<file path="src/rtl/txpwr_pkg.sv">
package txpwr_pkg;

    typedef enum logic [1:0] {
        PM_OFF  = 2'd0,
        PM_IDLE = 2'd1,
        PM_UP   = 2'd2
    } pmode_t;

    typedef struct packed {
        logic ask;
        logic fsk;
        logic en_level;
        logic en_open;
    } ctl_t;

    // Floating enable acts as the OR of both keys; a driven level wins.
    function automatic pmode_t decode_mode(input ctl_t c);
        logic keys;
        keys = c.ask | c.fsk;
        if (c.en_open)
            return keys ? PM_UP : PM_OFF;
        if (c.en_level)
            return PM_UP;
        return keys ? PM_IDLE : PM_OFF;
    endfunction

endpackage

</file>
<file path="src/rtl/txpwr_mode_dec.sv">
module txpwr_mode_dec
    import txpwr_pkg::*;
(
    input  logic   clk,
    input  logic   rst,
    input  ctl_t   ctl,
    output pmode_t mode_q,
    output logic   ask_q,
    output logic   fsk_q
);
    always_ff @(posedge clk) begin
        if (rst) begin
            mode_q <= PM_OFF;
            ask_q  <= 1'b0;
            fsk_q  <= 1'b0;
        end else begin
            mode_q <= decode_mode(ctl);
            ask_q  <= ctl.ask;
            fsk_q  <= ctl.fsk;
        end
    end
endmodule

</file>
<file path="src/rtl/txpwr_clk_gate.sv">
module txpwr_clk_gate #(
    parameter int DIV = 8
) (
    input  logic clk,
    input  logic rst,
    input  logic run,
    input  logic amp_ok_async,
    output logic gate_on,
    output logic clk_out
);
    localparam int CW   = (DIV > 2) ? $clog2(DIV) : 1;
    localparam int HALF = DIV / 2;

    logic [1:0]    amp_sync;
    logic [CW-1:0] cnt;
    logic          gate_q;

    always_ff @(posedge clk) begin
        if (rst) amp_sync <= 2'b00;
        else     amp_sync <= {amp_sync[0], amp_ok_async};
    end

    always_ff @(posedge clk) begin
        if (rst || !run) begin
            cnt    <= '0;
            gate_q <= 1'b0;
        end else begin
            cnt <= (cnt == CW'(DIV - 1)) ? '0 : cnt + 1'b1;
            // open the gate only as the divider wraps to phase zero
            if (amp_sync[1] && cnt == CW'(DIV - 1))
                gate_q <= 1'b1;
        end
    end

    assign gate_on = gate_q & run;
    assign clk_out = gate_on & (cnt < CW'(HALF));
endmodule

</file>
<file path="src/rtl/txpwr_lock_timer.sv">
module txpwr_lock_timer #(
    parameter int LOCK_CYCLES = 3390
) (
    input  logic clk,
    input  logic rst,
    input  logic run,
    input  logic start,
    output logic done
);
    localparam int TW = $clog2(LOCK_CYCLES + 1);

    logic [TW-1:0] tmr;

    always_ff @(posedge clk) begin
        if (rst || !run)
            tmr <= '0;
        else if (start && tmr != TW'(LOCK_CYCLES))
            tmr <= tmr + 1'b1;
    end

    assign done = run & (tmr == TW'(LOCK_CYCLES));
endmodule

</file>
<file path="src/rtl/txpwr_seq.sv">
module txpwr_seq
    import txpwr_pkg::*;
#(
    parameter int DIV         = 8,
    parameter int LOCK_CYCLES = 3390
) (
    input  logic clk,
    input  logic rst,
    input  logic ctl_ask,
    input  logic ctl_fsk,
    input  logic ctl_en_level,
    input  logic ctl_en_open,
    input  logic amp_ok_async,
    output logic osc_en,
    output logic pa_en,
    output logic fsk_sw_lowz,
    output logic clk_out,
    output logic ready
);
    ctl_t   ctl_in;
    pmode_t mode_q;
    logic   ask_q, fsk_q, up, gate_on;

    assign ctl_in = '{ask: ctl_ask, fsk: ctl_fsk, en_level: ctl_en_level, en_open: ctl_en_open};

    txpwr_mode_dec u_dec (
        .clk(clk), .rst(rst), .ctl(ctl_in),
        .mode_q(mode_q), .ask_q(ask_q), .fsk_q(fsk_q)
    );

    assign up          = (mode_q == PM_UP);
    assign osc_en      = up;
    assign pa_en       = up & ask_q;
    assign fsk_sw_lowz = up & ~fsk_q;

    txpwr_clk_gate #(.DIV(DIV)) u_gate (
        .clk(clk), .rst(rst), .run(up), .amp_ok_async(amp_ok_async),
        .gate_on(gate_on), .clk_out(clk_out)
    );

    txpwr_lock_timer #(.LOCK_CYCLES(LOCK_CYCLES)) u_lock (
        .clk(clk), .rst(rst), .run(up), .start(gate_on), .done(ready)
    );
endmodule

</file>
<file path="config.mk">
export PLATFORM = sky130hd
export DESIGN_NAME = txpwr_seq
export DESIGN_NICKNAME = d
export VERILOG_FILES = /design/src/rtl/txpwr_pkg.sv /design/src/rtl/txpwr_mode_dec.sv /design/src/rtl/txpwr_clk_gate.sv /design/src/rtl/txpwr_lock_timer.sv /design/src/rtl/txpwr_seq.sv
export SDC_FILE = /design/constraint.sdc
export NUM_CORES = 1
export LEC_CHECK = 0
export ABC_AREA = 0
export BUFFER_PORTS_ARGS = -buffer_cell sky130_fd_sc_hd__buf_2
export CORE_UTILIZATION = 46
export CTS_CLUSTER_SIZE = 14
export DETAILED_ROUTE_END_ITERATION = 16
export PLACE_DENSITY_LB_ADDON = 0.05
export SLEW_MARGIN = 20
export SYNTH_ARGS = -nofsm -noshare
export SYNTH_HDL_FRONTEND = slang
export SYNTH_HIERARCHICAL = 1
export SYNTH_SLANG_ARGS = --single-unit
</file>
<file path="constraint.sdc">
create_clock -name clk -period 3.4 [get_ports clk]
set_clock_uncertainty 0.2 [all_clocks]
set_input_delay 0.51 -clock clk [delete_from_list [all_inputs] [get_ports clk]]
set_output_delay 0.51 -clock clk [all_outputs]
set_load 0.01 [all_outputs]
</file>
==> metrics.md <==
| Metric | Value |
|---|---|
| Final Max Tran Viols | 0 |
| P per Cell Area | 350.2 mW/mm² |
| RSZ-0062 raised after global routing | false |
| CP max stage delay | between 0.4 and 0.5 ns |
| Hold_ws | ~0.17 ns |
| Number of flops mapped to enable cells by yosys | 0 |
| Area Growth Syn to Fin | 9.736% |
| Post-DP HPWL | approximately 1300 µm |
| Starting density of the core | 50.98% |
| Final hold violation count | 0 |
| Multi-input gate area | a little under 600 µm² |
| Core Region | about 0.0020 mm² |
| Fill cell count | 190 |
| Total vias in the final route | 844 |
| Worst EP arrival | around 1.7 ns |
| #FFs+latches synth | 22 |
| Storage cell area | 440.4 µm² |
| Leakage power | 0.4214 nW |
| Antenna diodes | 0 |
| Post-DR wirelength/cell | around 13 µm |
| DR vias/cell | 5.781 |
| CTS Sinks | 22 |
| Chip height | about 50 µm |
| Total GRT Usage | between 10% and 20% |
| Hold crit path type | primary input to register |
| GR peak layer | met2 |
| Largest net degree at the start of global routing | 14 |
| Final core utilization | a little under three fifths |
| Max Freq | 407.7 MHz |
| Worst slack at placement | ~1.2 ns |
| DRT iter0 DRCs | 19 |
| Clk_lat worst skew | 0.30 ns |
| Die Area | around 0.0025 mm² |
| Setup TNS Final | 0 ns |
| Reg2Reg Depth | 5 |
| # setup viols final | 0 |
| Antenna Violating Nets Remaining | 0 |
| Max FO, Critical Path | 13 |
| Net count, final | 132 |
| CTS clk-pin slew, worst paths | around 0.11 ns |
| CP top delay family | simple AND/OR/NAND/NOR gates |
| Grt ovf | 0 |
| Synth Cell Area | roughly 0.0010 mm² |
| Critical Path End | clk_out |
| Post-route clock period utilization | ~72% |
| Status | finished, final reports clean |
| Die W | ~50 µm |
| Input/output buffers | 11 |
| Final Wtd Congestion | 0.8611 |
| Vias in the first global route | between 700 and 800 |
| Count of cell types in the netlist | 40 |
| Async S/R FF share, synth | 0% |
| Worst setup SP type | register |
| CTS Buffer Depth | 2 |
| CP max stage cell | nor2b_1 |
| Worst Setup End Kind | primary output |
| Rel. slew slack | 65.95% |
| Resize count post-CTS | 0 |
| Hold buffers post-CTS | 0 |
| Grt met1 use | around a quarter |
| Root Driver | clkbuf_4 |
| Crit path from | u_dec/mode_q[1]$_SDFF_PP0_ |
| Post-synth top flop | dfxtp_1 |
| WS Path Type | register to primary output |
| Crit path time final | between 2 and 2.5 ns |
| Setup ws final | approximately 0.95 ns |
| H-tree levels | 1 |
| Worst endpoint required time | ~2.7 ns |
| Sequential share of the synthesized area | 42.31% |
| Share of cells above drive strength 1 | between 10% and 20% |
| Critical R2R Launch | u_dec/mode_q[1]$_SDFF_PP0_ |
| Critical-path cell list | nor2b_1, and2_2, nor2b_4, buf_2 |
| Critical path depth | 4 |
| First-pass GRT wire length | around 3400 µm |
| Power, Total | approximately 400 µW |
| Worst path bufs/invs | 1 |
| Max Cap Violations | 0 |
| Wirelength, routed | between 1500 and 2000 µm |
| Initial antenna violation count | 0 |
| CTS tree | done |
| Met3 usage | under 10% |
| Worst hold start | ctl_en_level |
| Met2 Use GR | between 20% and 30% |
| Ys Warns | 6 |
| Initial DRT Pass Iterations | 4 |
| Slew @ Worst Pin | 0.5097 ns |
| Worst R2R End | u_lock/tmr[9]$_SDFFE_PP0P_ |
| R2r setup slk | around 1.2 ns |
| Syn_nets | 118 |
| Row Count | 16 |
| Avg Inst Size Synth | between 9 and 10 µm² |
| Mapped Cells | approximately 110 |
| Postcts setup bufs | 0 |
| Maximum vdd drop | about 0.23 mV |
| # DRC | 0 |
| Top-Level Pins | 12 |
| Num CTS Buffers | 3 |
-- worst register-to-register path, cell delays in order (launching register included) --
cell and delay (ns):
dfxtp_1 0.35, nor2b_1 0.44, and2_2 0.36, nand4_1 0.19, or4_1 0.50, a21oi_1 0.14
-- cell usage after synthesis (2+ instances only) --
master	n	area, µm²
dfxtp_1	22	440.4
a21oi_1	6	30.03
o21ai_0	6	30.03
nor2b_1	5	31.28
ha_1	4	50.05
nand2_1	4	15.01
nand4_1	4	25.02
nor2_1	4	15.01
o31ai_1	4	30.03
a31oi_1	3	18.77
and4_1	3	26.28
inv_1	3	11.26
or4_1	3	22.52
a211oi_1	2	15.01
and2_1	2	12.51
and2b_2	2	17.52
and3b_1	2	17.52
and4bb_2	2	25.02
nand2b_1	2	12.51
nand3_1	2	10.01
nor3b_1	2	15.01
or3_1	2	12.51
-- worst min-delay path by stage --
stage          cells past startpoint                         end
4_1_cts                            2  u_dec/mode_q[0]$_SDFF_PP0_
5_1_grt                            2  u_dec/mode_q[0]$_SDFF_PP0_
3_5_place_dp                       1    u_gate/cnt[0]$_SDFF_PP0_
3_3_place_gp                       1    u_gate/cnt[0]$_SDFF_PP0_
2_1_floorplan                      1    u_gate/cnt[0]$_SDFF_PP0_
6_report                           2  u_dec/mode_q[0]$_SDFF_PP0_
-- final cells by class --
type | instances | share of cell area (%)
Sequential cell | 22 | 38.55
Clock buffer | 3 | 1.972
Inverter | 3 | 0.9858
Timing Repair Buffer | 11 | 4.819
Multi-Input combinational cell | 80 | 50.71
Tap cell | 27 | 2.957
-- through the flow --
| step | cell area (µm²) | instances |
|---|---|---|
| 6_report | 1142 | 146 |
| 5_1_grt | 1142 | 146 |
| 4_1_cts | 1142 | 146 |
| 3_5_place_dp | 1120 | 143 |
| 3_3_place_gp | 1120 | 143 |
| 2_1_floorplan | 1041 | 107 |
-- sequential cells by signal, summed over array words and instances (netlist names) --
signal / count
u_dec/mode_q: 2
u_dec/fsk_q: 1
u_gate/amp_sync: 2
u_gate/gate_q: 1
u_gate/cnt: 3
u_lock/tmr: 12
u_dec/ask_q: 1
-- layout by cell type (no fill, tap or decap), types with 4 or more instances in the layout --
master / count
ha_1: 4
nor2b_1: 5
o21ai_0: 6
nand2_1: 4
nand4_1: 4
o31ai_1: 4
buf_2: 11
dfxtp_1: 22
a21oi_1: 6
nor2_1: 4
-- logic make-up (layout without fill, tap and decap cells) --
group / after synthesis / in the layout / share of synthesized area (%)
adders and majority gates: 4 / 4 / 4.808
and+or+nand+nor: 49 / 49 / 34.01
DFF: 22 / 22 / 42.31
muxes: 1 / 1 / 0.9616
AOI/OAI and AO/OA: 26 / 26 / 15.87
buffers and inverters: 5 / 17 / 2.042
-- metal layers --
metal	vias to the layer above	routed length (µm)	part of all wire [%]
met5	-	0	0
li1	434	-	-
met2	20	848	45
met3	3	78	4.2
met1	387	911	49
met4	0	29	1.6
-- power breakdown --
| group | internal [mW] | leakage (nW) | switching, mW | total [mW] |
|---|---|---|---|---|
| clock network | 0.0413 | 0.0138 | 0.0724 | 0.114 |
| registers | 0.262 | 0.179 | 0.00185 | 0.264 |
| logic | 0.0104 | 0.229 | 0.0119 | 0.0224 |
Power figures use the tool's default switching activity.
